==> config.mk <==
export PLATFORM = sky130hd
export DESIGN_NAME = ep_prime_flush_ctrl
export DESIGN_NICKNAME = d
export VERILOG_FILES = /design/src/rtl/epf_pkg.sv /design/src/rtl/epf_req_bits.sv /design/src/rtl/epf_arbiter.sv /design/src/rtl/epf_status.sv /design/src/rtl/ep_prime_flush_ctrl.sv
export SDC_FILE = /design/constraint.sdc
export NUM_CORES = 1
export LEC_CHECK = 0
export BUFFER_PORTS_ARGS = -buffer_cell sky130_fd_sc_hd__buf_4
export CAP_MARGIN = 0
export CELL_PAD_IN_SITES_DETAIL_PLACEMENT = 0
export CELL_PAD_IN_SITES_GLOBAL_PLACEMENT = 2
export CORE_MARGIN = 2
export CORE_UTILIZATION = 21
export DETAILED_ROUTE_END_ITERATION = 16
export GPL_TIMING_DRIVEN = 0
export PLACE_DENSITY = 0.95
export SYNTH_ARGS = -nofsm -noshare
export SYNTH_HDL_FRONTEND = slang
export SYNTH_SLANG_ARGS = --single-unit
export TNS_END_PERCENT = 100
==> constraint.sdc <==
create_clock -name clk -period 1.8 [get_ports clk]
set_input_delay 0.18 -clock clk [delete_from_list [all_inputs] [get_ports clk]]
set_output_delay 0.18 -clock clk [all_outputs]
set_load 0.05 [all_outputs]
==> src/rtl/epf_pkg.sv <==
package epf_pkg;
  localparam int EPF_NUM_EP = 3;
  localparam int EPF_NCH    = 2 * EPF_NUM_EP;
  localparam int EPF_DW     = 32;
  localparam int EPF_AW     = 2;
  localparam int EPF_RX_LSB = 0;
  localparam int EPF_TX_LSB = 16;

  typedef logic [EPF_NCH-1:0] ch_vec_t;
  typedef logic [EPF_DW-1:0]  word_t;

  typedef enum logic [EPF_AW-1:0] {
    SEL_PRIME = 2'd0,
    SEL_FLUSH = 2'd1,
    SEL_STAT  = 2'd2,
    SEL_NONE  = 2'd3
  } reg_sel_e;

  // Word bit layout -> channel vector {tx, rx}
  function automatic ch_vec_t word_to_ch(input word_t w);
    ch_vec_t c;
    c[EPF_NUM_EP-1:0]       = w[EPF_RX_LSB +: EPF_NUM_EP];
    c[EPF_NCH-1:EPF_NUM_EP] = w[EPF_TX_LSB +: EPF_NUM_EP];
    return c;
  endfunction

  function automatic word_t ch_to_word(input ch_vec_t c);
    word_t w;
    w = '0;
    w[EPF_RX_LSB +: EPF_NUM_EP] = c[EPF_NUM_EP-1:0];
    w[EPF_TX_LSB +: EPF_NUM_EP] = c[EPF_NCH-1:EPF_NUM_EP];
    return w;
  endfunction

  // Sticky bit update: a set beats a clear in the same cycle
  function automatic ch_vec_t sticky_next(input ch_vec_t cur, input ch_vec_t set,
                                          input ch_vec_t clr);
    return (cur & ~clr) | set;
  endfunction
endpackage

==> src/rtl/epf_req_bits.sv <==
module epf_req_bits
  import epf_pkg::*;
(
  input  logic    clk,
  input  logic    rst_n,
  input  ch_vec_t set_i,
  input  ch_vec_t clr_i,
  output ch_vec_t pend_o
);
  ch_vec_t pend_q;

  always_ff @(posedge clk) begin
    if (!rst_n) pend_q <= '0;
    else        pend_q <= sticky_next(pend_q, set_i, clr_i);
  end

  assign pend_o = pend_q;


  pend_hold_chk: assert property (@(posedge clk) disable iff (!rst_n)
    1'b1 |=> ((($past(pend_q) & ~$past(clr_i)) & ~pend_q) == '0));

  set_wins_chk: assert property (@(posedge clk) disable iff (!rst_n)
    1'b1 |=> (($past(set_i) & ~pend_q) == '0));

  clr_takes_chk: assert property (@(posedge clk) disable iff (!rst_n)
    1'b1 |=> (($past(clr_i & ~set_i) & pend_q) == '0));
endmodule

==> src/rtl/epf_arbiter.sv <==
module epf_arbiter
  import epf_pkg::*;
(
  input  ch_vec_t prime_pend_i,
  input  ch_vec_t flush_pend_i,
  input  ch_vec_t pkt_busy_i,
  output ch_vec_t prime_req_o,
  output ch_vec_t flush_req_o
);
  // Flush held off by a packet in flight; prime held off by a pending flush
  assign flush_req_o = flush_pend_i & ~pkt_busy_i;
  assign prime_req_o = prime_pend_i & ~flush_pend_i;
endmodule

==> src/rtl/epf_status.sv <==
module epf_status
  import epf_pkg::*;
(
  input  logic    clk,
  input  logic    rst_n,
  input  ch_vec_t primed_i,
  input  ch_vec_t flushed_i,
  output ch_vec_t stat_o
);
  ch_vec_t stat_q;

  always_ff @(posedge clk) begin
    if (!rst_n) stat_q <= '0;
    else        stat_q <= sticky_next(stat_q, primed_i, flushed_i);
  end

  assign stat_o = stat_q;


  stat_set_chk: assert property (@(posedge clk) disable iff (!rst_n)
    1'b1 |=> (($past(primed_i) & ~stat_q) == '0));

  stat_clr_chk: assert property (@(posedge clk) disable iff (!rst_n)
    1'b1 |=> (($past(flushed_i & ~primed_i) & stat_q) == '0));
endmodule

==> src/rtl/ep_prime_flush_ctrl.sv <==
module ep_prime_flush_ctrl
  import epf_pkg::*;
(
  input  logic                   clk,
  input  logic                   rst_n,
  input  logic [EPF_AW-1:0]      reg_addr,
  input  logic                   reg_we,
  input  logic [EPF_DW-1:0]      reg_wdata,
  output logic [EPF_DW-1:0]      reg_rdata,
  output logic [EPF_NCH-1:0]     prime_req,
  input  logic [EPF_NCH-1:0]     prime_done,
  output logic [EPF_NCH-1:0]     flush_req,
  input  logic [EPF_NCH-1:0]     flush_done,
  input  logic [EPF_NCH-1:0]     pkt_busy,
  input  logic [EPF_NCH-1:0]     auto_prime
);
  reg_sel_e sel;
  ch_vec_t  wr_bits, wr_prime, wr_flush;
  ch_vec_t  prime_set, prime_ok, flush_ok;
  ch_vec_t  prime_pend, flush_pend, stat;
  word_t    rd_next, rdata_q;

  assign sel      = reg_sel_e'(reg_addr);
  assign wr_bits  = word_to_ch(reg_wdata);
  assign wr_prime = (reg_we && sel == SEL_PRIME) ? wr_bits : '0;
  assign wr_flush = (reg_we && sel == SEL_FLUSH) ? wr_bits : '0;

  // Named internal events
  assign prime_set = wr_prime | auto_prime;
  assign prime_ok  = prime_done & prime_req;
  assign flush_ok  = flush_done & flush_req;

  epf_req_bits u_prime (
    .clk(clk), .rst_n(rst_n), .set_i(prime_set), .clr_i(prime_ok), .pend_o(prime_pend));

  epf_req_bits u_flush (
    .clk(clk), .rst_n(rst_n), .set_i(wr_flush), .clr_i(flush_ok), .pend_o(flush_pend));

  epf_arbiter u_arb (
    .prime_pend_i(prime_pend), .flush_pend_i(flush_pend), .pkt_busy_i(pkt_busy),
    .prime_req_o(prime_req), .flush_req_o(flush_req));

  epf_status u_stat (
    .clk(clk), .rst_n(rst_n), .primed_i(prime_ok), .flushed_i(flush_ok), .stat_o(stat));

  always_comb begin
    case (sel)
      SEL_PRIME: rd_next = ch_to_word(prime_pend);
      SEL_FLUSH: rd_next = ch_to_word(flush_pend);
      SEL_STAT:  rd_next = ch_to_word(stat);
      default:   rd_next = '0;
    endcase
  end

  always_ff @(posedge clk) begin
    if (!rst_n) rdata_q <= '0;
    else        rdata_q <= rd_next;
  end

  assign reg_rdata = rdata_q;


  rsvd_zero_chk: assert property (@(posedge clk) disable iff (!rst_n)
    (reg_rdata & ~ch_to_word('1)) == '0);

  flush_first_chk: assert property (@(posedge clk) disable iff (!rst_n)
    (prime_req & flush_pend) == '0);

  busy_hold_chk: assert property (@(posedge clk) disable iff (!rst_n)
    (flush_req & pkt_busy) == '0);

  rd_latency_chk: assert property (@(posedge clk) disable iff (!rst_n)
    (sel == SEL_STAT) |=> (reg_rdata == ch_to_word($past(stat))));
endmodule

# After elaboration in Yosys (flattened, before gate mapping)
# Cells that the tools add are included.
[totals]
regBits = 50
input_bits = 61
out_inout_bits = 44
word_cells = 27
[op_classes]
eq_ne = 2
muxes = 3
bitwise_logic = 15
reduce_logical = 3
[op_table]
columns = ["op", "count"]
rows = [
  ["19-bit case mux with 3 select lines", 1],
  ["6-bit AND", 7],
  ["6-bit NOT", 4],
  ["6-bit bitwise OR", 4],
  ["6-bit 2-to-1 mux", 2],
  ["2-bit by 1-bit equality test with 1-bit output, second input constant", 1],
  ["2-bit equality test, second input constant", 1],
  ["1-bit logical AND", 2],
  ["2-bit logical NOT", 1],
]

# Depth between registers and ports, before layout
[logic_depth]
depth_word = 6
depth_mapped = 5
ltp_nobuf = 3

# Modules after synthesis
# A second synthesis with hierarchy kept.
[hier_totals]
cells_unflattened = 159
hier_area_um2 = 1572.8
[by_module_without_submodules]
columns = ["module", "n_inst", "cells_each", "area_each_um2", "seq_area_each_um2"]
rows = [
  ["ep_prime_flush_ctrl", 1, 93, 709.4, 120.1],
  ["epf_req_bits", 2, 18, 247.7, 120.1],
  ["epf_status", 1, 18, 247.7, 120.1],
  ["epf_arbiter", 1, 12, 120.1, 0.0],
]

# Least setup slack after synthesis
# OpenSTA, ideal clock, no wires.
[synth_timing]
path_kind = "register to register"
startpoint = "register u_flush.pend_q[3] (netlist: u_flush.pend_o[3])"
endpoint = "register u_flush.pend_q[3] (netlist: u_flush.pend_o[3])"
setup_ns = 0.121
arrival_ns = 1.412
t_required_ns = 1.679
setup_slack_ns = 0.267
stages_incl_launch_ff = 4
n_path_buf = 0
period_less_slack_ns = 1.533
path_cell_list = "dfxtp_1 nor2b_1 and2_1 o22ai_1"
[synth_via]
elab_chain_cells = 5
[synth_lines]
columns = ["element", "line_no", "text"]
rows = [
  ["from (decl)", "epf_req_bits.sv:10", "ch_vec_t pend_q;"],
  ["from (signal assigned)", "epf_req_bits.sv:14", "else pend_q <= sticky_next(pend_q, set_i, clr_i);"],
  ["6-bit AND", "epf_arbiter.sv:11", "assign flush_req_o = flush_pend_i & ~pkt_busy_i;"],
  ["net flush_req[3]", "ep_prime_flush_ctrl.sv:12", "output logic [EPF_NCH-1:0] flush_req,"],
  ["6-bit AND", "ep_prime_flush_ctrl.sv:31", "assign flush_ok = flush_done & flush_req;"],
  ["6-bit NOT", "epf_pkg.sv:38", "return (cur & ~clr) | set;"],
  ["6-bit AND", "epf_pkg.sv:38", ""],
  ["6-bit bitwise OR", "epf_pkg.sv:38", ""],
]
# The timed path passes the listed nets, and every way through them passes these cells.
# A chain may end at the register's enable or synchronous reset.

# Worst setup path in the final report
[layout_timing]
startpoint = "register u_flush.pend_q[4] (netlist: u_flush.pend_o[4])"
endpoint = "output port flush_req[4]"
[layout_via]
elab_chain_cells = 1
[layout_lines]
columns = ["element", "line_no"]
rows = [
  ["6-bit AND", "epf_arbiter.sv:11"],
  ["to (decl)", "ep_prime_flush_ctrl.sv:12"],
]
# Every way passes these cells.

==> out/metrics.csv <==
metric,value,unit
fin_crit,1.27,ns
yosysMostFrequentCell,buf_4,
gp_congestion,0.686,
critical_path.max_stage_delay,0.42,ns
cts_sinks,24,
drc,0,
final_nets,296,
crit_path_end_kind,primary output,
cp_slowest_cell,dfxtp_1,
r2r_end,u_stat.stat_o[5],
rr_startpoint,u_flush.pend_o[5],
startpoint,u_flush.pend_o[4],
cts_buffer_depth,2,
fin_skew,0.00246,ns
routed_wl,3430,um
crit_type,flop to primary output,
total_power,0.00133,W
finalHoldViolCount,0,
power_density,684,mW/mm^2
drt_first_pass_iters,4,
overflow,0,
synth_edf_count,0,
required,1.62,ns
syn_avg_cell_area,8.64,sq um
hpwl,2680,um
wl_per_cell,11.1,um
seq_area_frac_synth,35.9,%
ctsResizeCount,0,
grt_setup_unrepaired,no,
place_area,0.00190,sq mm
hold_ws,0.141,ns
ys_async_sr_fraction,0,%
placeableCoreArea,0.00624,sq mm
crit_family,flip-flops,
share_clk_of_total_power,24.3,%
timing.fmax,784,MHz
grt_usage,9.77,%
cp_num_buf_inv,1,
clk_latency,0.27,ns
finalSetupTns,0,ns
ys_warn_count,0,
grt_pass1_vias,1149,
post_cts_buffers,0,
diodes,0,
p_switching,0.000461,W
synth_flop_cell,dfxtp_1,
grt_pass1_wl,5440,um
post-route-period-util,70.8,%
die_x,83.8,um
finalSetupViolations,0,
dpl_worst_slack,0.713,ns
vias,1231,
status,finished clean,
die_h,83.8,um
drtIter0Drc,46,
ant_nets,0,
clk_pin_slew,0.09,ns
cp.arrival,1.09,ns
fin_ws,0.525,ns
layout-drive-gt1-share,37.8,%
grt_start_max_net_pins,13,
ys_types,21,
die_area,0.00703,sq mm
netlist.area_leader.share,35.9,%
cp_num_cells,2,
worstSetupEndpoint,flush_req[4],
cap_viol_max_count,0,
path_cells,"nor2b_1, buf_4",
design_area,0.00195,sq mm
synth_area,0.00134,sq mm
r2r_setup_slack,0.69,ns
cts-root-buf,clkbuf_8,
p_comb_share,32.0,%
cts_tree,built,
antenna_found_initial,0,
synth.area.top_cells,"dfxtp_1 36%, buf_4 15%, nor2b_1 8.4%",
ir_worst_vdd,0.241,mV
power.share.switching,34.6,%
min_path_cells,3,
htree_levels,1,
cts_buffers,3,
p_leak,0.946,nW
start_kind,flop,
slew_viol_final,0,
r2r_cells,3,
floorplan.initialDensity,21.5,%
holdCritPathClass,input port to flop,
fillers,691,
io_buffers,50,
intPower,0.000870,W
synth_seq_cells,24,
syn2layout_area_growth,45.3,%
yosys.area.top_type,dfxtp_1,
hold_buffers,0,
rows,29,
via_per_inst,3.97,
io_pins,105,
cp_max_fo,5,
synthCells,155,
synth_common_cells,"27 x buf_4, 24 x dfxtp_1, 19 x nand2_1",
seq_power_share,43.6,%
==> layout make-up <==
cell class / count / area [sq um] / area share [%]
Multi-Input combinational cell: 123 / 708 / 36.4
Sequential cell: 24 / 480 / 24.7
Timing Repair Buffer: 50 / 375 / 19.3
Buffer: 33 / 244 / 12.5
Tap cell: 77 / 96.3 / 4.95
Clock buffer: 3 / 41.3 / 2.12
==> worst min-delay path, stage by stage <==
cell and delay (ns):
buf_4 0.07, a221oi_1 0.03, nor2b_1 0.09
==> per-stage QoR <==
| step | util (%) | std cells |
|---|---|---|
| finish | 31.2 | 310 |
| CTS | 31.2 | 310 |
| global placement | 30.5 | 307 |
| global route | 31.2 | 310 |
| detailed placement | 30.5 | 307 |
| floorplan | - | 180 |
==> how the worst min path moves through the flow <==
stage                  start           endpoint  slack, ns
4_1_cts        auto_prime[1]  u_prime.pend_o[1]       0.14
5_1_grt        auto_prime[0]  u_prime.pend_o[0]       0.14
6_report       auto_prime[1]  u_prime.pend_o[1]       0.14
3_3_place_gp   auto_prime[0]  u_prime.pend_o[0]       0.42
2_1_floorplan  prime_done[3]   u_stat.stat_o[3]       0.31
3_5_place_dp   auto_prime[4]  u_prime.pend_o[4]       0.42
==> cells by family (layout without fill, tap and decap cells) <==
group           Yosys count  count (layout)  share of synthesized area (%)
compound gates           24              24                           11.7
buf+inv                  33              86                           18.2
flops                    24              24                           35.9
mux                       6               6                           4.49
other cells               1              26                          0.280
simple gates             67              67                           29.4
==> flip-flops by register name, summed over array words and instances, names as in the netlist <==
signal          cells
reg_rdata           6
u_flush.pend_o      6
u_prime.pend_o      6
u_stat.stat_o       6
==> cell usage in the layout, fill, tap and decap left out <==
cell type  instances
nor3b_4            1
mux2i_1            6
and2_1            11
buf_6              2
nand3_1            3
o22ai_1            8
nand3b_1           7
clkbuf_8           3
and3_1             1
nand2b_1           6
dfxtp_1           24
nand2_1           19
a221oi_1           6
nor2b_1           18
a31o_2             1
o21ai_1            3
buf_2              3
conb_1            26
nand3b_2           1
buf_4             77
clkbuf_1           1
o21ai_0            6
==> power by group through the flow <==
| stage | Combinational, W | Sequential, W | Clock (W) |
|---|---|---|---|
| floorplan | 0.000301 | 0.000606 | 0 |
| global placement | 0.000426 | 0.000593 | 0 |
| detailed placement | 0.000427 | 0.000594 | 0 |
| CTS | 0.000427 | 0.000581 | 0.000328 |
| global route | 0.000453 | 0.000586 | 0.000352 |
| finish | 0.000426 | 0.000581 | 0.000324 |
==> routing by layer <==
layer	GRT usage (%)	part of all wire, %	vias up	wire, um
li1	-	-	628	-
met5	0	0	-	0
met1	11.4	42	554	1460
met3	3.07	8.0	5	274
met2	16.7	48	44	1650
met4	3.52	1.5	0	51
(Power assumes the default switching activity.)
